**src/rtl/pdma_pkg.sv**
```systemverilog
// Shared constants and types for the peripheral DMA channel pair.
// Assumes exactly two channels: index 0 serves receive, index 1 serves transmit.
package pdma_pkg;
    localparam int NUM_CH = 2;
    localparam int CH_RX  = 0;   // lower index wins arbitration
    localparam int CH_TX  = 1;
    localparam int CH_W   = $clog2(NUM_CH);
    localparam int REG_AW = CH_W + 1;  // {channel, is_count}

    typedef enum logic [1:0] {
        SEQ_IDLE = 2'd0,
        SEQ_REQ  = 2'd1,
        SEQ_WAIT = 2'd2
    } seq_state_t;
endpackage

```
**src/rtl/pdma_channel.sv**
```systemverilog
// One DMA channel: pointer and count registers plus eligibility.
// Assumes PTR_W >= CNT_W. A register write has priority over a completion
// in the same cycle. A zero count never becomes eligible.
module pdma_channel #(
    parameter int PTR_W = 32,
    parameter int CNT_W = 16
) (
    input  logic             clk,
    input  logic             rst_n,
    input  logic             ptr_wr,
    input  logic             cnt_wr,
    input  logic [PTR_W-1:0] wdata,
    input  logic             periph_rdy,
    input  logic             xfer_done,
    output logic [PTR_W-1:0] ptr_q,
    output logic [CNT_W-1:0] cnt_q,
    output logic             want,
    output logic             eot
);
    logic armed;

    // Pointer: load from the register port, else step after each byte.
    always_ff @(posedge clk) begin
        if (!rst_n)         ptr_q <= '0;
        else if (ptr_wr)    ptr_q <= wdata;
        else if (xfer_done) ptr_q <= ptr_q + 1'b1;
    end

    // Count: load from the register port, else step down after each byte.
    always_ff @(posedge clk) begin
        if (!rst_n)                  cnt_q <= '0;
        else if (cnt_wr)             cnt_q <= wdata[CNT_W-1:0];
        else if (xfer_done && armed) cnt_q <= cnt_q - 1'b1;
    end

    // Eligibility and end-of-transfer follow directly from the count.
    always_comb begin
        armed = (cnt_q != '0);
        want  = armed && periph_rdy;
        eot   = !armed;
    end
endmodule

```
**src/rtl/pdma_regs.sv**
```systemverilog
// Register decode for the channel pair. Word address = {channel, is_count}.
// Reads are combinational. Counts are zero-extended.
module pdma_regs
    import pdma_pkg::*;
#(
    parameter int PTR_W = 32,
    parameter int CNT_W = 16
) (
    input  logic                          reg_wr,
    input  logic [REG_AW-1:0]             reg_addr,
    input  logic [NUM_CH-1:0][PTR_W-1:0]  ptr_q,
    input  logic [NUM_CH-1:0][CNT_W-1:0]  cnt_q,
    output logic [NUM_CH-1:0]             ptr_wr,
    output logic [NUM_CH-1:0]             cnt_wr,
    output logic [PTR_W-1:0]              reg_rdata
);
    logic [CH_W-1:0] sel;

    // Per-channel write strobes.
    for (genvar ch = 0; ch < NUM_CH; ch++) begin : g_dec
        assign ptr_wr[ch] = reg_wr && (reg_addr[REG_AW-1:1] == CH_W'(ch)) && !reg_addr[0];
        assign cnt_wr[ch] = reg_wr && (reg_addr[REG_AW-1:1] == CH_W'(ch)) &&  reg_addr[0];
    end

    // Read multiplexer.
    always_comb begin
        sel       = reg_addr[REG_AW-1:1];
        reg_rdata = reg_addr[0] ? {{(PTR_W-CNT_W){1'b0}}, cnt_q[sel]} : ptr_q[sel];
    end
endmodule

```
**src/rtl/pdma_seq.sv**
```systemverilog
// Shared memory-port sequencer. In idle it picks the lowest-index eligible
// channel and latches its address, direction and data. It holds the request
// until grant, then waits for the acknowledge. One transaction at a time.
module pdma_seq
    import pdma_pkg::*;
#(
    parameter int PTR_W  = 32,
    parameter int DATA_W = 8
) (
    input  logic                          clk,
    input  logic                          rst_n,
    input  logic [NUM_CH-1:0]             want,
    input  logic [NUM_CH-1:0][PTR_W-1:0]  ptr_q,
    input  logic [DATA_W-1:0]             rx_data,
    input  logic                          mem_gnt,
    input  logic                          mem_ack,
    output logic                          mem_req,
    output logic                          mem_we,
    output logic [PTR_W-1:0]              mem_addr,
    output logic [DATA_W-1:0]             mem_wdata,
    output logic [NUM_CH-1:0]             done
);
    seq_state_t      state;
    logic [CH_W-1:0] owner, pick;
    logic            any;

    // Fixed priority: the lowest index (receive) wins.
    always_comb begin
        pick = '0;
        any  = 1'b0;
        for (int i = NUM_CH - 1; i >= 0; i--) begin
            if (want[i]) begin
                pick = CH_W'(i);
                any  = 1'b1;
            end
        end
    end

    // Transaction phase and latched transaction fields.
    always_ff @(posedge clk) begin
        if (!rst_n) begin
            state     <= SEQ_IDLE;
            owner     <= '0;
            mem_we    <= 1'b0;
            mem_addr  <= '0;
            mem_wdata <= '0;
        end else begin
            case (state)
                SEQ_IDLE: if (any) begin
                    owner     <= pick;
                    mem_we    <= (pick == CH_W'(CH_RX));
                    mem_addr  <= ptr_q[pick];
                    mem_wdata <= rx_data;
                    state     <= SEQ_REQ;
                end
                SEQ_REQ:  if (mem_gnt) state <= SEQ_WAIT;
                SEQ_WAIT: if (mem_ack) state <= SEQ_IDLE;
                default:  state <= SEQ_IDLE;
            endcase
        end
    end

    // Request level and per-channel completion pulses.
    always_comb begin
        mem_req = (state == SEQ_REQ);
        for (int i = 0; i < NUM_CH; i++) begin
            done[i] = (state == SEQ_WAIT) && mem_ack && (owner == CH_W'(i));
        end
    end
endmodule

```
**src/rtl/periph_dma_pair.sv**
```systemverilog
// Top: receive and transmit DMA channels for one serial peripheral.
// The register port sits in the peripheral's own window. The end-of-transfer
// outputs feed the peripheral's interrupt logic. The peripheral is expected
// to drop rx_valid after rx_taken and to take tx_byte when tx_load is high.
module periph_dma_pair
    import pdma_pkg::*;
#(
    parameter int PTR_W  = 32,
    parameter int CNT_W  = 16,
    parameter int DATA_W = 8
) (
    input  logic              clk,
    input  logic              rst_n,
    input  logic              reg_wr,
    input  logic [1:0]        reg_addr,
    input  logic [PTR_W-1:0]  reg_wdata,
    output logic [PTR_W-1:0]  reg_rdata,
    input  logic              rx_valid,
    input  logic [DATA_W-1:0] rx_byte,
    output logic              rx_taken,
    input  logic              tx_ready,
    output logic [DATA_W-1:0] tx_byte,
    output logic              tx_load,
    output logic              rx_eot,
    output logic              tx_eot,
    output logic              mem_req,
    output logic              mem_we,
    output logic [PTR_W-1:0]  mem_addr,
    output logic [DATA_W-1:0] mem_wdata,
    input  logic              mem_gnt,
    input  logic              mem_ack,
    input  logic [DATA_W-1:0] mem_rdata
);
    logic [NUM_CH-1:0][PTR_W-1:0] ptr_q;
    logic [NUM_CH-1:0][CNT_W-1:0] cnt_q;
    logic [NUM_CH-1:0]            ptr_wr, cnt_wr, want, eot, done, periph_rdy;

    // Peripheral readiness per channel, by channel index.
    always_comb begin
        periph_rdy        = '0;
        periph_rdy[CH_RX] = rx_valid;
        periph_rdy[CH_TX] = tx_ready;
    end

    pdma_regs #(.PTR_W(PTR_W), .CNT_W(CNT_W)) u_regs (
        .reg_wr    (reg_wr),
        .reg_addr  (reg_addr),
        .ptr_q     (ptr_q),
        .cnt_q     (cnt_q),
        .ptr_wr    (ptr_wr),
        .cnt_wr    (cnt_wr),
        .reg_rdata (reg_rdata)
    );

    for (genvar ch = 0; ch < NUM_CH; ch++) begin : g_ch
        pdma_channel #(.PTR_W(PTR_W), .CNT_W(CNT_W)) u_ch (
            .clk        (clk),
            .rst_n      (rst_n),
            .ptr_wr     (ptr_wr[ch]),
            .cnt_wr     (cnt_wr[ch]),
            .wdata      (reg_wdata),
            .periph_rdy (periph_rdy[ch]),
            .xfer_done  (done[ch]),
            .ptr_q      (ptr_q[ch]),
            .cnt_q      (cnt_q[ch]),
            .want       (want[ch]),
            .eot        (eot[ch])
        );
    end

    pdma_seq #(.PTR_W(PTR_W), .DATA_W(DATA_W)) u_seq (
        .clk       (clk),
        .rst_n     (rst_n),
        .want      (want),
        .ptr_q     (ptr_q),
        .rx_data   (rx_byte),
        .mem_gnt   (mem_gnt),
        .mem_ack   (mem_ack),
        .mem_req   (mem_req),
        .mem_we    (mem_we),
        .mem_addr  (mem_addr),
        .mem_wdata (mem_wdata),
        .done      (done)
    );

    // Peripheral-side outputs.
    always_comb begin
        rx_taken = done[CH_RX];
        tx_load  = done[CH_TX];
        tx_byte  = mem_rdata;
        rx_eot   = eot[CH_RX];
        tx_eot   = eot[CH_TX];
    end
endmodule

```
**config.mk**
```make
export PLATFORM = sky130hd
export DESIGN_NAME = periph_dma_pair
export DESIGN_NICKNAME = d
export VERILOG_FILES = /design/src/rtl/pdma_pkg.sv /design/src/rtl/pdma_channel.sv /design/src/rtl/pdma_regs.sv /design/src/rtl/pdma_seq.sv /design/src/rtl/periph_dma_pair.sv
export SDC_FILE = /design/constraint.sdc
export NUM_CORES = 1
export LEC_CHECK = 0
export CAP_MARGIN = 30
export CORE_UTILIZATION = 35
export CTS_CLUSTER_SIZE = 14
export DETAILED_ROUTE_END_ITERATION = 10
export PLACE_DENSITY = 0.58
export SETUP_SLACK_MARGIN = 0.5
export SYNTH_ARGS = -nofsm -noshare
export SYNTH_HDL_FRONTEND = slang
export SYNTH_SLANG_ARGS = --single-unit
```
**constraint.sdc**
```tcl
create_clock -name clk -period 3.7 [get_ports clk]
set_clock_uncertainty 0.1 [all_clocks]
set_input_delay 0.555 -clock clk [delete_from_list [all_inputs] [get_ports clk]]
set_output_delay 0.555 -clock clk [all_outputs]
set_load 0.02 [all_outputs]
```
---- Yosys cells after proc, flatten, opt, wreduce, memory -nomap -nowiden ----
Cells that the tools add are included.
storage, ports and cells
  register bits ........................... 140
  input port bits ......................... 57
  output and inout port bits .............. 86
  logic and storage cells ................. 70
operators by class
  add/sub/neg operators ................... 4
  magnitude comparators ................... 2
  eq/ne operators ......................... 5
  muxes and demuxes ....................... 22
  bitwise operators ....................... 3
  reduce and logical (&&, ||, !) cells .... 25
operator list
  operator               count
  $mux 32                9
  $mux 16                6
  $add 32x1->32 const B  2
  $reduce_bool 16->1     2
  $sub 16x1->16 const B  2
  $logic_and 1x1->1      13
  $reduce_bool 2->1      4
  $mux 2                 3
  $pmux 2 s3             1
  $lt 1x2->1 const B     2
  $ne 2x1->1 const B     2
  $logic_not 1->1        3
  $mux 1                 3
  $not 1->1              3
  $reduce_and 3->1       1
  $eq 2x1->1 const B     1
  $eq 2x2->1 const B     1
  $logic_not 2->1        1
  $ne 2x2->1 const B     1
  $reduce_and 2->1       1

---- Logic depth before layout (Yosys ltp) ----
  depth in word-level cells ............... 6
  depth in mapped cells ................... 9
  mapped depth without buffers ............ 7

---- Modules after synthesis ----
A second synthesis with hierarchy kept.
second synthesis, totals
  cell total of the unflattened synthesis .. 1,037
  area, all modules ....................... 8,567.0 um2
by module, submodules not included
  module           instances  cells an instance  area an instance (um2)  seq. area each (um2)
  pdma_channel     2          365                2,912.8                 960.9
  pdma_seq         1          238                1,968.1                 880.8
  pdma_regs        1          61                 713.2                   0.0
  periph_dma_pair  1          8                  60.1                    0.0

---- Least setup slack after synthesis ----
OpenSTA, ideal clock, no wires.
  path kind ............................... input-to-output
  from .................................... in reg_addr[0]
  to ...................................... out reg_rdata[10]
  data arrival time ....................... 2,080 ps
  data required time ...................... 3,045 ps
  slack ................................... 965 ps
  cell stages on the path ................. 3
  path buffers ............................ 2
  path through ............................ clkbuf_1 buf_1 mux4_2
on the way
  longest elaborated chain between the ends .. 1
ends and longest elaborated chain
  what         line                   source
  from (decl)  periph_dma_pair.sv:15  input logic [1:0] reg_addr,
  $mux 32      pdma_regs.sv:28        reg_rdata = reg_addr[0] ? {{(PTR_W-CNT_W){1'b0}}, cnt_q[sel]} : ptr_q[sel];
  to (decl)    periph_dma_pair.sv:17  output logic [PTR_W-1:0] reg_rdata,
Every way passes these cells.

---- Worst setup path in the final report ----
  from .................................... reg g_ch[1].u_ch.cnt_q[11]
  to ...................................... out tx_eot
on the way
  longest elaborated chain between the ends .. 2
ends and longest elaborated chain
  what                    line                   source
  from (decl)             pdma_channel.sv:16     output logic [CNT_W-1:0] cnt_q,
  from (signal assigned)  pdma_channel.sv:32     else if (cnt_wr) cnt_q <= wdata[CNT_W-1:0];
  from (signal assigned)  pdma_channel.sv:33     else if (xfer_done && armed) cnt_q <= cnt_q - 1'b1;
  $reduce_bool 16->1      pdma_channel.sv:38     armed = (cnt_q != '0);
  $logic_not 1->1         pdma_channel.sv:40     eot = !armed;
  to (decl)               periph_dma_pair.sv:25  output logic tx_eot,
Every way passes these cells.

==> flow_metrics.env <==
export IMPL_maxCapViolations=0
export IMPL_start_util_pct=36.05
export IMPL_p_leak_nw=3.363
export IMPL_synth_simple_area_share_pct=23.14
export IMPL_wl_per_cell_um=20.92
export IMPL_track_usage_pct=23.83
export IMPL_status="completed"
export IMPL_portBuffers=126
export IMPL_synthArstFlopShare_pct=0
export IMPL_p_total_mw=4.748
export IMPL_clock_sinks=140
export IMPL_post_cts_setup_buffer_count=0
export IMPL_whs_ns=0.3637
export IMPL_drc=0
export IMPL_setup_tns_ns=0
export IMPL_clk_latency_ns=0.43
export IMPL_synth_nets=1022
export IMPL_antenna_left=0
export IMPL_synthFlopType="dfxtp_1"
export IMPL_overflow=0
export IMPL_dpl_cell_count=1326
export IMPL_cp_arrival_ns=2.43
export IMPL_via_count=8389
export IMPL_synth_edf_count=0
export IMPL_ys_types=59
export IMPL_clockRootBuffer="clkbuf_16"
export IMPL_slew_viol_final=0
export IMPL_path_max_fanout=17
export IMPL_synth_cells=961
export IMPL_die_height_um=155.4
export IMPL_grt_max_degree=79
export IMPL_grt_pass1_wl_mm=44.53
export IMPL_multi_input_area_sq_um=4916
export IMPL_cp_end_kind="output pin"
export IMPL_drtIter0Drc=753
export IMPL_core_sq_um=22850
export IMPL_tritoncts="built"
export IMPL_wl_mm=28.41
export IMPL_slew_headroom_pct=42.55
export IMPL_cp_start_kind="register"
export IMPL_fillers=2292
export IMPL_setup_viol=0
export IMPL_mostFrequentLayoutCells="dfxtp_1 (140), clkdlybuf4s50_1 (122), o21ai_0 (105)"
export IMPL_numCtsBuffers=17
export IMPL_viasPerCell=6.177
export IMPL_avgSynthCellArea_sq_um=8.570
export IMPL_ys_seq_elements=140
export IMPL_path_class="register to output pin"
export IMPL_antenna_found_initial=0
export IMPL_drt_pass1_iterations=5
export IMPL_synth_mux_area_share_pct=7.293
export IMPL_fmax_mhz=324.2
export IMPL_synthesis_area_sq_um=8235
export IMPL_nNetsFinal=1093
export IMPL_cts_max_path_buffers=2
export IMPL_insertedDiodeCount=0
export IMPL_p_per_area_nw_per_um2=461.7
export IMPL_hp_class="register to register"
export IMPL_instances_no_fill=1358
export IMPL_h_tree_depth=4
export IMPL_io_pins=143
export IMPL_place_hpwl_mm=19.83
export IMPL_drive_above_1_share_pct=9.282
export IMPL_die_area_sq_um=24150
export IMPL_place_gp_congestion=0.8137
export IMPL_hold_viol=0
export IMPL_grt_pass1_vias=7689
export IMPL_worst_slew_pin_slew_ns=0.8598
export IMPL_synth_top_family_by_area="compound AO/OA/AOI/OAI gates"
export IMPL_fin_crit_sh_pct=83.36
export IMPL_clk_pin_slew_worst_paths_ns=0.07
export IMPL_ys_warn_count=0
export IMPL_ir_worst_vdd_mv=0.2314
export IMPL_ys_seq_area_share_pct=34.03
export IMPL_fin_crit_ns=3.084
export IMPL_final_common_cell="dfxtp_1"
export IMPL_chipWidth_um=155.4
export IMPL_seq_area_sq_um=2803
export IMPL_cp_required_ns=3.04
export IMPL_row_count=55
export IMPL_rsz0062_at_grt="false"
export IMPL_synth_xor_area_share_pct=1.808
export IMPL_area_delta_synth_final_pct=24.87
export IMPL_synth_compound_area_share_pct=26.60
export IMPL_yosys_area_share_adder_pct=0.6077
[final timing paths]
| check | from | end | slack (ns) | cells past startpoint |
|---|---|---|---|---|
| worst max-delay path | g_ch[1].u_ch.cnt_q[11] | tx_eot | 0.62 | 4 |
| worst min-delay path | u_seq.mem_wdata[3] | u_seq.mem_wdata[3] | 0.36 | 2 |
| worst min register to register | u_seq.mem_wdata[3] | u_seq.mem_wdata[3] | 0.36 | 2 |
| worst max register to register | g_ch[1].u_ch.cnt_q[11] | u_seq.mem_addr[19] | 1.05 | 6 |
[registers in the layout, indices dropped and copies added, names as in the netlist]
| signal | flops |
|---|---|
| g_ch.u_ch.cnt_q | 32 |
| g_ch.u_ch.ptr_q | 64 |
| u_seq.mem_addr | 32 |
| u_seq.mem_wdata | 8 |
| u_seq.mem_we | 1 |
| u_seq.owner | 1 |
| u_seq.state | 2 |
[per-stage QoR]
step                setup WS [ns]  util, %  area, sq um
floorplan                  0.9650        -         8235
global placement           0.5541    42.04         9604
detailed placement         0.5346    42.16         9632
CTS                        0.5128    44.92        10260
global route               0.5249    45.01        10280
finish                     0.6157    45.01        10280
[final cells by class]
class | instances | area share [%]
clock buffers | 19 | 4.404
inverters | 15 | 0.6692
clock inverters | 13 | 1.618
multi-input cells | 705 | 47.80
repair buffers | 153 | 14.44
well taps | 313 | 3.808
flip-flops and latches | 140 | 27.25
[Yosys cell counts (2+ instances only)]
| master | count | area [sq um] |
|---|---|---|
| o2111ai_1 | 5 | 43.79 |
| buf_4 | 9 | 67.56 |
| a21oi_1 | 13 | 65.06 |
| nor2_1 | 46 | 172.7 |
| o221a_2 | 2 | 22.52 |
| xor2_1 | 11 | 96.34 |
| inv_2 | 2 | 7.510 |
| buf_2 | 4 | 20.02 |
| nor3b_1 | 7 | 52.55 |
| buf_6 | 8 | 90.09 |
| ha_1 | 4 | 50.05 |
| a211oi_1 | 9 | 67.56 |
| mux4_2 | 16 | 360.4 |
| dfxtp_1 | 140 | 2803 |
| and4_1 | 9 | 78.83 |
| or3_1 | 36 | 225.2 |
| a31oi_1 | 58 | 362.9 |
| or2_2 | 3 | 18.77 |
| inv_1 | 12 | 45.04 |
| nand4b_1 | 4 | 35.03 |
| and2_1 | 2 | 12.51 |
| mux2i_1 | 24 | 240.2 |
| buf_1 | 9 | 33.78 |
| clkbuf_1 | 70 | 262.8 |
| a311oi_1 | 7 | 61.31 |
| nand4_1 | 30 | 187.7 |
| nand2b_1 | 4 | 25.02 |
| nor3_1 | 9 | 45.04 |
| nand3b_1 | 2 | 15.01 |
| o221a_1 | 30 | 337.8 |
| o21ai_0 | 105 | 525.5 |
| and3_1 | 11 | 68.82 |
| o211ai_1 | 2 | 15.01 |
| nand2_1 | 51 | 191.4 |
| a32oi_1 | 4 | 35.03 |
| o31a_1 | 33 | 289.0 |
| o31ai_1 | 35 | 262.8 |
| nand3_1 | 43 | 215.2 |
| nor4_1 | 9 | 56.30 |
| or3b_2 | 2 | 17.52 |
| xnor2_1 | 6 | 52.55 |
| or4_1 | 58 | 435.4 |
[kinds of logic (layout without fill, tap and decap cells)]
logic type,count (synthesis),in the layout
fa+ha+maj,4,4
flops,140,140
simple gates,332,332
buf+inv,116,200
xor+xnor,17,17
compound gates,312,312
mux,40,40
[power by group]
group	internal [mW]	switching (mW)
Combinational	0.502	0.605
Sequential	1.66	0.165
Clock	1.10	0.721
[critical path: stages, from the launching register on]
cell	delay, ns
dfxtp_1	0.35
or4_1	0.67
or4_4	0.59
clkinv_8	0.12
clkdlybuf4s15_2	0.26
[repair_timing]
action / CTS / global route
hold buffers: 0 / 0
pin swaps: 0 / 1
cloned: 0 / 0
setup endpoints to repair: 1 / 2
gates resized for setup: 5 / 4
[layer usage]
metal	share of wire (%)	up-vias	track usage [%]
met5	0	-	0
met4	1.6	0	7.003
met1	46	4106	33.44
met2	46	296	37.80
met3	6.8	31	3.343
li1	-	3956	-
(Power assumes the default switching activity.)
